<file path="config.mk">
export PLATFORM = sky130hd
export DESIGN_NAME = bandScoreDetect
export DESIGN_NICKNAME = d
export VERILOG_FILES = /design/src/rtl/bsdPkg.sv /design/src/rtl/bsdControl.sv /design/src/rtl/bsdBandLane.sv /design/src/rtl/bsdDatapath.sv /design/src/rtl/bandScoreDetect.sv
export SDC_FILE = /design/constraint.sdc
export NUM_CORES = 2
export LEC_CHECK = 0
export ABC_AREA = 1
export ABC_CLOCK_PERIOD_IN_PS = 33100
export BUFFER_PORTS_ARGS = -buffer_cell sky130_fd_sc_hd__buf_2
export CORE_ASPECT_RATIO = 0.7
export CORE_MARGIN = 5
export CORE_UTILIZATION = 57
export CTS_BUF_LIST = sky130_fd_sc_hd__clkbuf_4
export DETAILED_ROUTE_END_ITERATION = 10
export PLACE_DENSITY_LB_ADDON = 0.12
export SLEW_MARGIN = 20
export SYNTH_ARGS = -nofsm -noshare
export SYNTH_HDL_FRONTEND = slang
export SYNTH_SLANG_ARGS = --single-unit
export TNS_END_PERCENT = 30
</file>
<file path="constraint.sdc">
create_clock -name clk -period 33.1 [get_ports clk]
set_clock_uncertainty 0.1 [all_clocks]
set_input_delay 6.62 -clock clk [delete_from_list [all_inputs] [get_ports clk]]
set_output_delay 6.62 -clock clk [all_outputs]
set_load 0.005 [all_outputs]
</file>
<file path="src/rtl/bsdPkg.sv">
package bsdPkg;

  // Control strobes from the window controller to the datapath
  typedef struct packed {
    logic clear;   // discard all partial sums
    logic accept;  // a coefficient enters the window this cycle
    logic close;   // the window is complete: publish and restart
  } bsdStrobe_t;

endpackage

</file>
<file path="src/rtl/bsdControl.sv">
module bsdControl
  import bsdPkg::*;
#(
  parameter int NUM_BANDS    = 6,
  parameter int WIN_LOG2_MAX = 10,
  localparam int BAND_IDX_W  = $clog2(NUM_BANDS),
  localparam int WIN_SEL_W   = $clog2(WIN_LOG2_MAX + 1),
  localparam int CNT_W       = WIN_LOG2_MAX + 1
) (
  input  logic                  clk,
  input  logic                  rstN,
  input  logic                  enable,
  input  logic                  coefValid,
  input  logic [BAND_IDX_W-1:0] coefBand,
  input  logic [WIN_SEL_W-1:0]  cfgWinLog2,
  output bsdStrobe_t            strobe
);

  localparam logic [WIN_SEL_W-1:0] MAX_SEL = WIN_SEL_W'(WIN_LOG2_MAX);

  logic [CNT_W-1:0]     totalCnt;
  logic [CNT_W-1:0]     nextCnt;
  logic [CNT_W-1:0]     winLen;
  logic [WIN_SEL_W-1:0] effLog2;
  logic                 closePending;
  logic                 bandOk;

  always_comb begin
    effLog2 = (cfgWinLog2 > MAX_SEL) ? MAX_SEL : cfgWinLog2;
    winLen  = CNT_W'(1) << effLog2;
    bandOk  = (int'(coefBand) < NUM_BANDS);

    strobe.clear  = ~enable;
    strobe.accept = enable & coefValid & bandOk;
    strobe.close  = enable & closePending;

    nextCnt = totalCnt + CNT_W'(strobe.accept);
  end

  // The window counter restarts when the last coefficient is accepted,
  // so a coefficient in the following (close) cycle opens a new window.
  always_ff @(posedge clk or negedge rstN) begin
    if (!rstN) begin
      totalCnt     <= '0;
      closePending <= 1'b0;
    end else if (!enable) begin
      totalCnt     <= '0;
      closePending <= 1'b0;
    end else if (strobe.accept && (nextCnt >= winLen)) begin
      totalCnt     <= '0;
      closePending <= 1'b1;
    end else begin
      totalCnt     <= nextCnt;
      closePending <= 1'b0;
    end
  end

endmodule

</file>
<file path="src/rtl/bsdBandLane.sv">
module bsdBandLane
  import bsdPkg::*;
#(
  parameter int BAND_ID      = 0,
  parameter int NUM_BANDS    = 6,
  parameter int COEF_W       = 16,
  parameter int WIN_LOG2_MAX = 10,
  localparam int BAND_IDX_W  = $clog2(NUM_BANDS),
  localparam int ACC_W       = COEF_W + WIN_LOG2_MAX,
  localparam int CNT_W       = WIN_LOG2_MAX + 1,
  localparam int SH_W        = $clog2(CNT_W)
) (
  input  logic                  clk,
  input  logic                  rstN,
  input  bsdStrobe_t            strobe,
  input  logic [BAND_IDX_W-1:0] coefBand,
  input  logic [COEF_W-1:0]     coefMag,
  output logic [ACC_W-1:0]      avg
);

  logic [ACC_W-1:0] accSum;
  logic [CNT_W-1:0] accCnt;
  logic             hit;
  logic [SH_W-1:0]  shiftAmt;

  // Position of the highest set bit; zero for a count of zero or one
  function automatic logic [SH_W-1:0] floorLog2(input logic [CNT_W-1:0] val);
    logic [SH_W-1:0] pos;
    pos = '0;
    for (int i = 0; i < CNT_W; i++) begin
      if (val[i]) pos = SH_W'(i);
    end
    return pos;
  endfunction

  assign hit = strobe.accept && (coefBand == BAND_IDX_W'(BAND_ID));

  always_ff @(posedge clk or negedge rstN) begin
    if (!rstN) begin
      accSum <= '0;
      accCnt <= '0;
    end else if (strobe.clear) begin
      accSum <= '0;
      accCnt <= '0;
    end else if (strobe.close) begin
      accSum <= hit ? ACC_W'(coefMag) : '0;
      accCnt <= hit ? CNT_W'(1) : '0;
    end else if (hit) begin
      accSum <= accSum + ACC_W'(coefMag);
      accCnt <= accCnt + CNT_W'(1);
    end
  end

  always_comb begin
    shiftAmt = floorLog2(accCnt);
    avg      = accSum >> shiftAmt;
  end

endmodule

</file>
<file path="src/rtl/bsdDatapath.sv">
module bsdDatapath
  import bsdPkg::*;
#(
  parameter int NUM_BANDS    = 6,
  parameter int COEF_W       = 16,
  parameter int WEIGHT_W     = 8,
  parameter int WIN_LOG2_MAX = 10,
  localparam int BAND_IDX_W  = $clog2(NUM_BANDS),
  localparam int ACC_W       = COEF_W + WIN_LOG2_MAX,
  localparam int PROD_W      = ACC_W + WEIGHT_W,
  localparam int SCORE_W     = PROD_W + $clog2(NUM_BANDS)
) (
  input  logic                          clk,
  input  logic                          rstN,
  input  bsdStrobe_t                    strobe,
  input  logic [BAND_IDX_W-1:0]         coefBand,
  input  logic signed [COEF_W-1:0]      coefData,
  input  logic [NUM_BANDS-1:0]          cfgMask,
  input  logic [NUM_BANDS*WEIGHT_W-1:0] cfgWeights,
  input  logic [SCORE_W-1:0]            cfgThresh,
  output logic                          scoreValid,
  output logic [SCORE_W-1:0]            score,
  output logic                          seizureFlag
);

  logic [COEF_W-1:0]  coefMag;
  logic [ACC_W-1:0]   avgArr [NUM_BANDS];
  logic [SCORE_W-1:0] sumNext;

  // Two's complement magnitude; the most negative code maps to 2^(COEF_W-1)
  assign coefMag = coefData[COEF_W-1] ? (~coefData + 1'b1) : coefData;

  for (genvar b = 0; b < NUM_BANDS; b++) begin : gLane
    bsdBandLane #(
      .BAND_ID     (b),
      .NUM_BANDS   (NUM_BANDS),
      .COEF_W      (COEF_W),
      .WIN_LOG2_MAX(WIN_LOG2_MAX)
    ) i_lane (
      .clk     (clk),
      .rstN    (rstN),
      .strobe  (strobe),
      .coefBand(coefBand),
      .coefMag (coefMag),
      .avg     (avgArr[b])
    );
  end

  always_comb begin
    sumNext = '0;
    for (int b = 0; b < NUM_BANDS; b++) begin
      if (cfgMask[b]) begin
        sumNext = sumNext + SCORE_W'(avgArr[b])
                          * SCORE_W'(cfgWeights[b*WEIGHT_W +: WEIGHT_W]);
      end
    end
  end

  always_ff @(posedge clk or negedge rstN) begin
    if (!rstN) begin
      scoreValid  <= 1'b0;
      score       <= '0;
      seizureFlag <= 1'b0;
    end else if (strobe.close) begin
      scoreValid  <= 1'b1;
      score       <= sumNext;
      seizureFlag <= (sumNext > cfgThresh);
    end else begin
      scoreValid  <= 1'b0;
    end
  end

endmodule

</file>
<file path="src/rtl/bandScoreDetect.sv">
module bandScoreDetect
  import bsdPkg::*;
#(
  parameter int NUM_BANDS    = 6,
  parameter int COEF_W       = 16,
  parameter int WEIGHT_W     = 8,
  parameter int WIN_LOG2_MAX = 10,
  localparam int BAND_IDX_W  = $clog2(NUM_BANDS),
  localparam int WIN_SEL_W   = $clog2(WIN_LOG2_MAX + 1),
  localparam int SCORE_W     = COEF_W + WIN_LOG2_MAX + WEIGHT_W + $clog2(NUM_BANDS)
) (
  input  logic                          clk,
  input  logic                          rstN,
  input  logic                          enable,
  input  logic                          coefValid,
  input  logic [BAND_IDX_W-1:0]         coefBand,
  input  logic signed [COEF_W-1:0]      coefData,
  input  logic [NUM_BANDS-1:0]          cfgMask,
  input  logic [NUM_BANDS*WEIGHT_W-1:0] cfgWeights,
  input  logic [WIN_SEL_W-1:0]          cfgWinLog2,
  input  logic [SCORE_W-1:0]            cfgThresh,
  output logic                          scoreValid,
  output logic [SCORE_W-1:0]            score,
  output logic                          seizureFlag
);

  bsdStrobe_t strobe;

  bsdControl #(
    .NUM_BANDS   (NUM_BANDS),
    .WIN_LOG2_MAX(WIN_LOG2_MAX)
  ) i_control (
    .clk       (clk),
    .rstN      (rstN),
    .enable    (enable),
    .coefValid (coefValid),
    .coefBand  (coefBand),
    .cfgWinLog2(cfgWinLog2),
    .strobe    (strobe)
  );

  bsdDatapath #(
    .NUM_BANDS   (NUM_BANDS),
    .COEF_W      (COEF_W),
    .WEIGHT_W    (WEIGHT_W),
    .WIN_LOG2_MAX(WIN_LOG2_MAX)
  ) i_datapath (
    .clk        (clk),
    .rstN       (rstN),
    .strobe     (strobe),
    .coefBand   (coefBand),
    .coefData   (coefData),
    .cfgMask    (cfgMask),
    .cfgWeights (cfgWeights),
    .cfgThresh  (cfgThresh),
    .scoreValid (scoreValid),
    .score      (score),
    .seizureFlag(seizureFlag)
  );

endmodule

</file>
Word level (Yosys, flattened, before mapping)
Index checks and enable logic that the tools add are counted.
{"block": "word_totals", "ff_bits": 273, "in_bits": 118, "elab_cells": 197}
{"block": "classes", "n_addsub": 19, "mul": 6, "order_cmp": 4, "n_eq_ne": 11, "shift": 7, "muxes": 121, "bitwise_logic": 4, "n_reduce_logical": 8}
{"cell": "$mux W26", "count": 18}
{"cell": "$mux W11", "count": 20}
{"cell": "$mux W4", "count": 55}
{"cell": "$mul A26 B8 Y34", "count": 6}
{"cell": "$mux W37", "count": 5}
{"cell": "$add A26 B16 Y26", "count": 6}
{"cell": "$shr A26 B4 Y26", "count": 6}
{"cell": "$add A37 B34 Y37", "count": 4}
{"cell": "$mux W16", "count": 7}
{"cell": "$add A11 B1 Y11 const B", "count": 6}
{"cell": "$gt A37 B37 Y1", "count": 1}
{"cell": "$add A34 B34 Y35", "count": 1}
{"cell": "$mux W34", "count": 1}
{"cell": "$ne A3 B1 Y1 const B", "count": 6}
{"cell": "$add A16 B1 Y16 const B", "count": 1}
{"cell": "$not A16 Y16", "count": 1}
{"cell": "$mux W1", "count": 15}
{"cell": "$add A11 B1 Y11", "count": 1}
{"cell": "$ge A11 B11 Y1", "count": 1}
{"cell": "$shl A1 B4 Y11 const A", "count": 1}
{"cell": "$logic_and A1 B1 Y1", "count": 7}
{"cell": "$eq A3 B2 Y1 const B", "count": 2}
{"cell": "$eq A3 B3 Y1 const B", "count": 2}
{"cell": "$gt A4 B4 Y1 const B", "count": 1}
{"cell": "4 further kinds", "count": 6}

Logic depth before layout (Yosys ltp)
{"block": "logic_depth", "word_depth": 24, "ltp_mapped": 135, "depth_no_buf": 133}

Cells and area by module
A second synthesis with hierarchy kept.
{"block": "hier_totals", "hier_cells": 11579, "hier_area_um2": 77077.7}
{"mod": "bsdDatapath", "instances": 1, "cells_each": 7580, "area_each_um2": 52386.5, "seq_area_each_um2": 975.9}
{"mod": "bsdBandLane at i_datapath.gLane[1].i_lane ...", "instances": 3, "cells_each": 642, "area_each_um2": 3938.8, "seq_area_each_um2": 925.9}
{"mod": "bsdBandLane at i_datapath.gLane[3].i_lane ...", "instances": 2, "cells_each": 647, "area_each_um2": 3993.8, "seq_area_each_um2": 925.9}
{"mod": "bsdBandLane at i_datapath.gLane[0].i_lane", "instances": 1, "cells_each": 631, "area_each_um2": 3870.0, "seq_area_each_um2": 925.9}
{"mod": "bsdControl", "instances": 1, "cells_each": 148, "area_each_um2": 1017.2, "seq_area_each_um2": 300.3}

Least setup slack after synthesis
OpenSTA, ideal clock, no wires.
{"block": "synth_timing", "path_type": "input -> register", "startpoint": "in cfgWeights[5]", "endpoint": "reg i_datapath.seizureFlag", "setup_ns": 0.117, "t_arrival_ns": 28.363, "slack_ns": 4.520, "cell_stages": 95, "path_cell_list": "buf_1 -> clkbuf_1 -> nand2_1 -> fa_1 -> fa_1 -> inv_1 -> fa_1 -> inv_1 -> fa_1 -> inv_1 -> ha_1 -> a21oi_1 -> a21boi_2 -> o21ai_2 -> nand2_1 -> nand2_1 -> a21oi_1 -> o21ai_0 -> [59 not listed] -> ha_1 -> a21oi_1 -> nor2_1 -> nor2_1 -> o21ai_0 -> a31oi_1 -> inv_1 -> a21oi_1 -> or2_2 -> nand3_1 -> and2_1 -> ha_1 -> nand2_1 -> or4_1 -> nor4b_1 -> nand3_1 -> nand3_1 -> nand2_1"}
{"block": "synth_via", "elab_chain_len": 13}
{"item": "start, declared", "line": "bandScoreDetect.sv:19", "text": "input logic [NUM_BANDS*WEIGHT_W-1:0] cfgWeights,"}
{"item": "$mul A26 B8 Y34 *", "line": "bsdDatapath.sv:54", "text": "* SCORE_W'(cfgWeights[b*WEIGHT_W +: WEIGHT_W]);"}
{"item": "$mux W34 *", "line": "bsdDatapath.sv:52", "text": "if (cfgMask[b]) begin"}
{"item": "$add A34 B34 Y35", "line": "bsdDatapath.sv:53", "text": "sumNext = sumNext + SCORE_W'(avgArr[b])"}
{"item": "$mux W37 *", "line": "bsdDatapath.sv:52"}
{"item": "$add A37 B34 Y37", "line": "bsdDatapath.sv:53"}
{"item": "$mux W37 *", "line": "bsdDatapath.sv:52"}
{"item": "$add A37 B34 Y37", "line": "bsdDatapath.sv:53"}
{"item": "$mux W37 *", "line": "bsdDatapath.sv:52"}
{"item": "$add A37 B34 Y37", "line": "bsdDatapath.sv:53"}
{"item": "$mux W37 *", "line": "bsdDatapath.sv:52"}
{"item": "$add A37 B34 Y37", "line": "bsdDatapath.sv:53"}
{"item": "$mux W37 *", "line": "bsdDatapath.sv:52"}
{"item": "named net i_datapath.sumNext[28]", "line": "bsdDatapath.sv:28", "text": "logic [SCORE_W-1:0] sumNext;"}
{"item": "$gt A37 B37 Y1 *", "line": "bsdDatapath.sv:67", "text": "seizureFlag <= (sumNext > cfgThresh);"}
{"item": "end signal, assigned", "line": "bsdDatapath.sv:67"}
{"item": "end, declared", "line": "bsdDatapath.sv:23", "text": "output logic seizureFlag"}
Mark *: on every way through the listed nets, which the timed path passes. The rest lies on a longest branch.
A chain may end at the register's enable or synchronous reset.

Worst setup path in the final report
{"block": "layout_timing", "startpoint": "in cfgWeights[2]", "endpoint": "reg i_datapath.seizureFlag"}
The elaborated chain is that of the path after synthesis.

==> run_results.csv <==
group,metric,value,unit
logic_synthesis,synth-xor-area-share,1.89,%
timing,fmax,31.4,MHz
logic_synthesis,synth_top_family_by_area,"adder cells",
clocking,numCtsBuffers,82,
logic_synthesis,yosysTopAreaCell,"fa_1",
finish,multi_input_area,54700,um2
logic_synthesis,avgSynthCellArea,7.08,um2
critical_path,cp_slowest_stage_delay,800,ps
global_routing,grt_pass1_wl,391000,um
critical_path,path_class,"in2reg",
timing,period_needed,31850,ps
global_routing,grt_pass1_vias,65398,
place,port_buffers,156,
clocking,cts_tree,"built",
clocking,clockRootBuffer,"clkbuf_4",
routing,wire_per_inst,21.6,um
run,maxCapViolCount,0,
floorplanning,io-pin-count,157,
global_routing,antenna_found_initial,14,
finish,layout-drive-gt1-share,6.78,%
global_routing,grt_overflow_total,0,
critical_path,worst-path-buf-inv,17,
logic_synthesis,synth_fa_ha_area_share,38.2,%
critical_path,arrival,32470,ps
logic_synthesis,yosysUniqueCellTypes,87,
routing,routed_wl,251000,um
logic_synthesis,ys_top_cells_by_count,"nand2_1 (2,391), inv_1 (1,947), fa_1 (1,031)",
floorplanning,rows,107,
min_path,min_path_type,"reg2reg",
critical_path,crit-reg2reg-launch,"i_datapath.gLane[0].i_lane.accCnt[6]$_DFFE_PN0P_",
timing,fin_crit_sh,96.2,%
logic_synthesis,synth_seq_cells,273,
clocking,clock_latency,850,ps
critical_path,worstPathMaxFanout,11,
logic_synthesis,yosysMostFrequentCell,"nand2_1",
timing,tns,0,ps
timing,tightest_slew,1220,ps
routing,vias_per_cell,5.80,
finish,regArea,6830,um2
critical_path,critPathTopFamily,"adder cells",
critical_path,cp.depth,93,
critical_path,endpoint,"i_datapath.seizureFlag$_DFFE_PN0P_",
routing,drc,0,
place,place_congestion,1.06,
clocking,cts_sinks,273,
logic_synthesis,synth_ff_type,"dfrtp_1",
critical_path,critPathLaunchType,"input pin",
routing,drt_iter0_markers,7896,
timing,finalSetupViolCount,0,
logic_synthesis,ys_seq_area_share,9.73,%
clocking,htreeDepth,3,
critical_path,worst-r2r-cell-count,100,
critical_path,crit_start,"cfgWeights[2]",
critical_path,r2r_slack,5300,ps
floorplanning,core_area,122000,um2
timing,finalHoldViolations,0,
finish,fillers,11720,
logic_synthesis,yosysWarnings,0,
floorplanning,start_util,57.6,%
clocking,post_cts_buffers,0,
critical_path,crit_top_cell,"fa_1",
routing,postRouteAntennaNets,0,
logic_synthesis,synthSimpleGateAreaFrac,23.8,%
logic_synthesis,syn_inst,9915,
logic_synthesis,synth_top_area_share,29.4,%
timing,final-max-slew-violation-count,0,
min_path,min_path_cells,2,
clocking,cts_buffer_depth,3,
critical_path,critPathSlowestCell,"o21ai_0",
finish,area_delta_synth_final,4.47,%
clocking,cts_resized,0,
global_routing,grt_max_degree,161,
floorplanning,die_area,130000,um2
timing,rsz0062_at_grt,"no",
finish,nets,11575,
logic_synthesis,synth_area_leaders,"fa_1 (29%), nand2_1 (13%), inv_1 (10%), dfrtp_1 (9.7%), ha_1 (8.8%)",
logic_synthesis,async_reset_ff_share,100,%
global_routing,grtUsageTotal,38.2,%
logic_synthesis,synth_compound_area_share,13.6,%
logic_synthesis,syn_nets,11560,
logic_synthesis,synth_mux_area_share,0.253,%
logic_synthesis,synth_edf_count,0,
routing,num_vias,67501,
routing,first_pass_iters,10,
critical_path,worstReg2RegEnd,"i_datapath.seizureFlag$_DFFE_PN0P_",
timing,relSlewSlack,18.3,%
logic_synthesis,syn_area,70200,um2
critical_path,end_kind,"flip-flop",
critical_path,worstPathRequired,33720,ps
run_status,status,"finished clean",
floorplanning,die_x,429,um
floorplanning,dieHeight,304,um
clocking,clk_pin_slew,60,ps
place,dp_hpwl,209000,um
clocking,hold_buffers,0,
-- routing by layer --
metal	GRT usage, %	share of wire [%]	routed length, um
met2	49.8	37	93700
met1	59.6	46	115000
met5	0.109	0.0091	23
met3	14.9	15	38000
met4	6.79	2.0	5080
-- worst register-to-register path: cells and delay by family (launching register included) --
kind | cells | cell delay [ps]
simple gates | 35 | 5700
fa+ha+maj | 31 | 14580
compound gates | 17 | 4910
xor+xnor | 3 | 650
buf+inv | 14 | 1360
flops | 1 | 400
-- cell type report --
type	count	share of cell area, %
multi-input cells	7353	74.6
clock inverters	26	0.159
flip-flops and latches	273	9.32
inverters	2008	10.3
diodes	9	0.0307
repair buffers	211	1.66
well taps	1635	2.79
clock buffers	117	1.20
repair inverters	1	0.00682
-- worst min-delay path by stage --
| stage | from | endpoint |
|---|---|---|
| floorplan | i_datapath.score[14]$_DFFE_PN0P_ | i_datapath.score[14]$_DFFE_PN0P_ |
| global placement | i_datapath.score[4]$_DFFE_PN0P_ | i_datapath.score[4]$_DFFE_PN0P_ |
| detailed placement | i_datapath.score[1]$_DFFE_PN0P_ | i_datapath.score[1]$_DFFE_PN0P_ |
| CTS | i_datapath.score[2]$_DFFE_PN0P_ | i_datapath.score[2]$_DFFE_PN0P_ |
| global route | i_datapath.score[8]$_DFFE_PN0P_ | i_datapath.score[8]$_DFFE_PN0P_ |
| finish | i_datapath.score[7]$_DFFE_PN0P_ | i_datapath.score[7]$_DFFE_PN0P_ |
-- registers in the layout, indices dropped and copies added, names as in the netlist --
signal                          flops
i_datapath.gLane.i_lane.accSum    156
i_datapath.gLane.i_lane.accCnt     66
i_datapath.score                   37
i_control.totalCnt                 11
i_control.closePending              1
i_datapath.scoreValid               1
i_datapath.seizureFlag              1
-- cells by family (layout without fill, tap and decap cells) --
family | count (synthesis) | count (layout)
and+or+nand+nor | 4087 | 4087
buffers and inverters | 2289 | 2363
AOI/OAI and AO/OA | 1572 | 1572
adders and majority gates | 1527 | 1527
DFF | 273 | 273
xor gates and xnor gates | 151 | 151
muxes | 16 | 16
other | 0 | 9
-- placed cells by master (no fill, tap or decap), types with 117 or more instances in the layout --
master	synthesis	routed
ha_1	496	496
nand2_1	2391	2390
inv_1	1947	1946
o21ai_1	140	149
o21ai_0	469	459
nor2_1	982	981
clkbuf_4	0	117
buf_2	48	155
dfrtp_1	273	273
fa_1	1031	1031
nand3_1	332	332
a21oi_1	480	480
-- metrics by stage --
stage / setup WS (ps) / util, % / area (um2) / instances / hold WS (ps)
after floorplan: 4520 / - / 70200 / 9915 / 372
after global placement: 378 / 59.3 / 72300 / 11480 / 360
after detailed placement: 228 / 59.3 / 72300 / 11480 / 362
after CTS: 1020 / 60.1 / 73300 / 11623 / 380
after global routing: 22.6 / 60.1 / 73300 / 11629 / 397
final: 1250 / 60.1 / 73300 / 11633 / 380
Power is not shown: default switching activity piles up to over one toggle a cycle in this logic, so the estimate is an artifact.
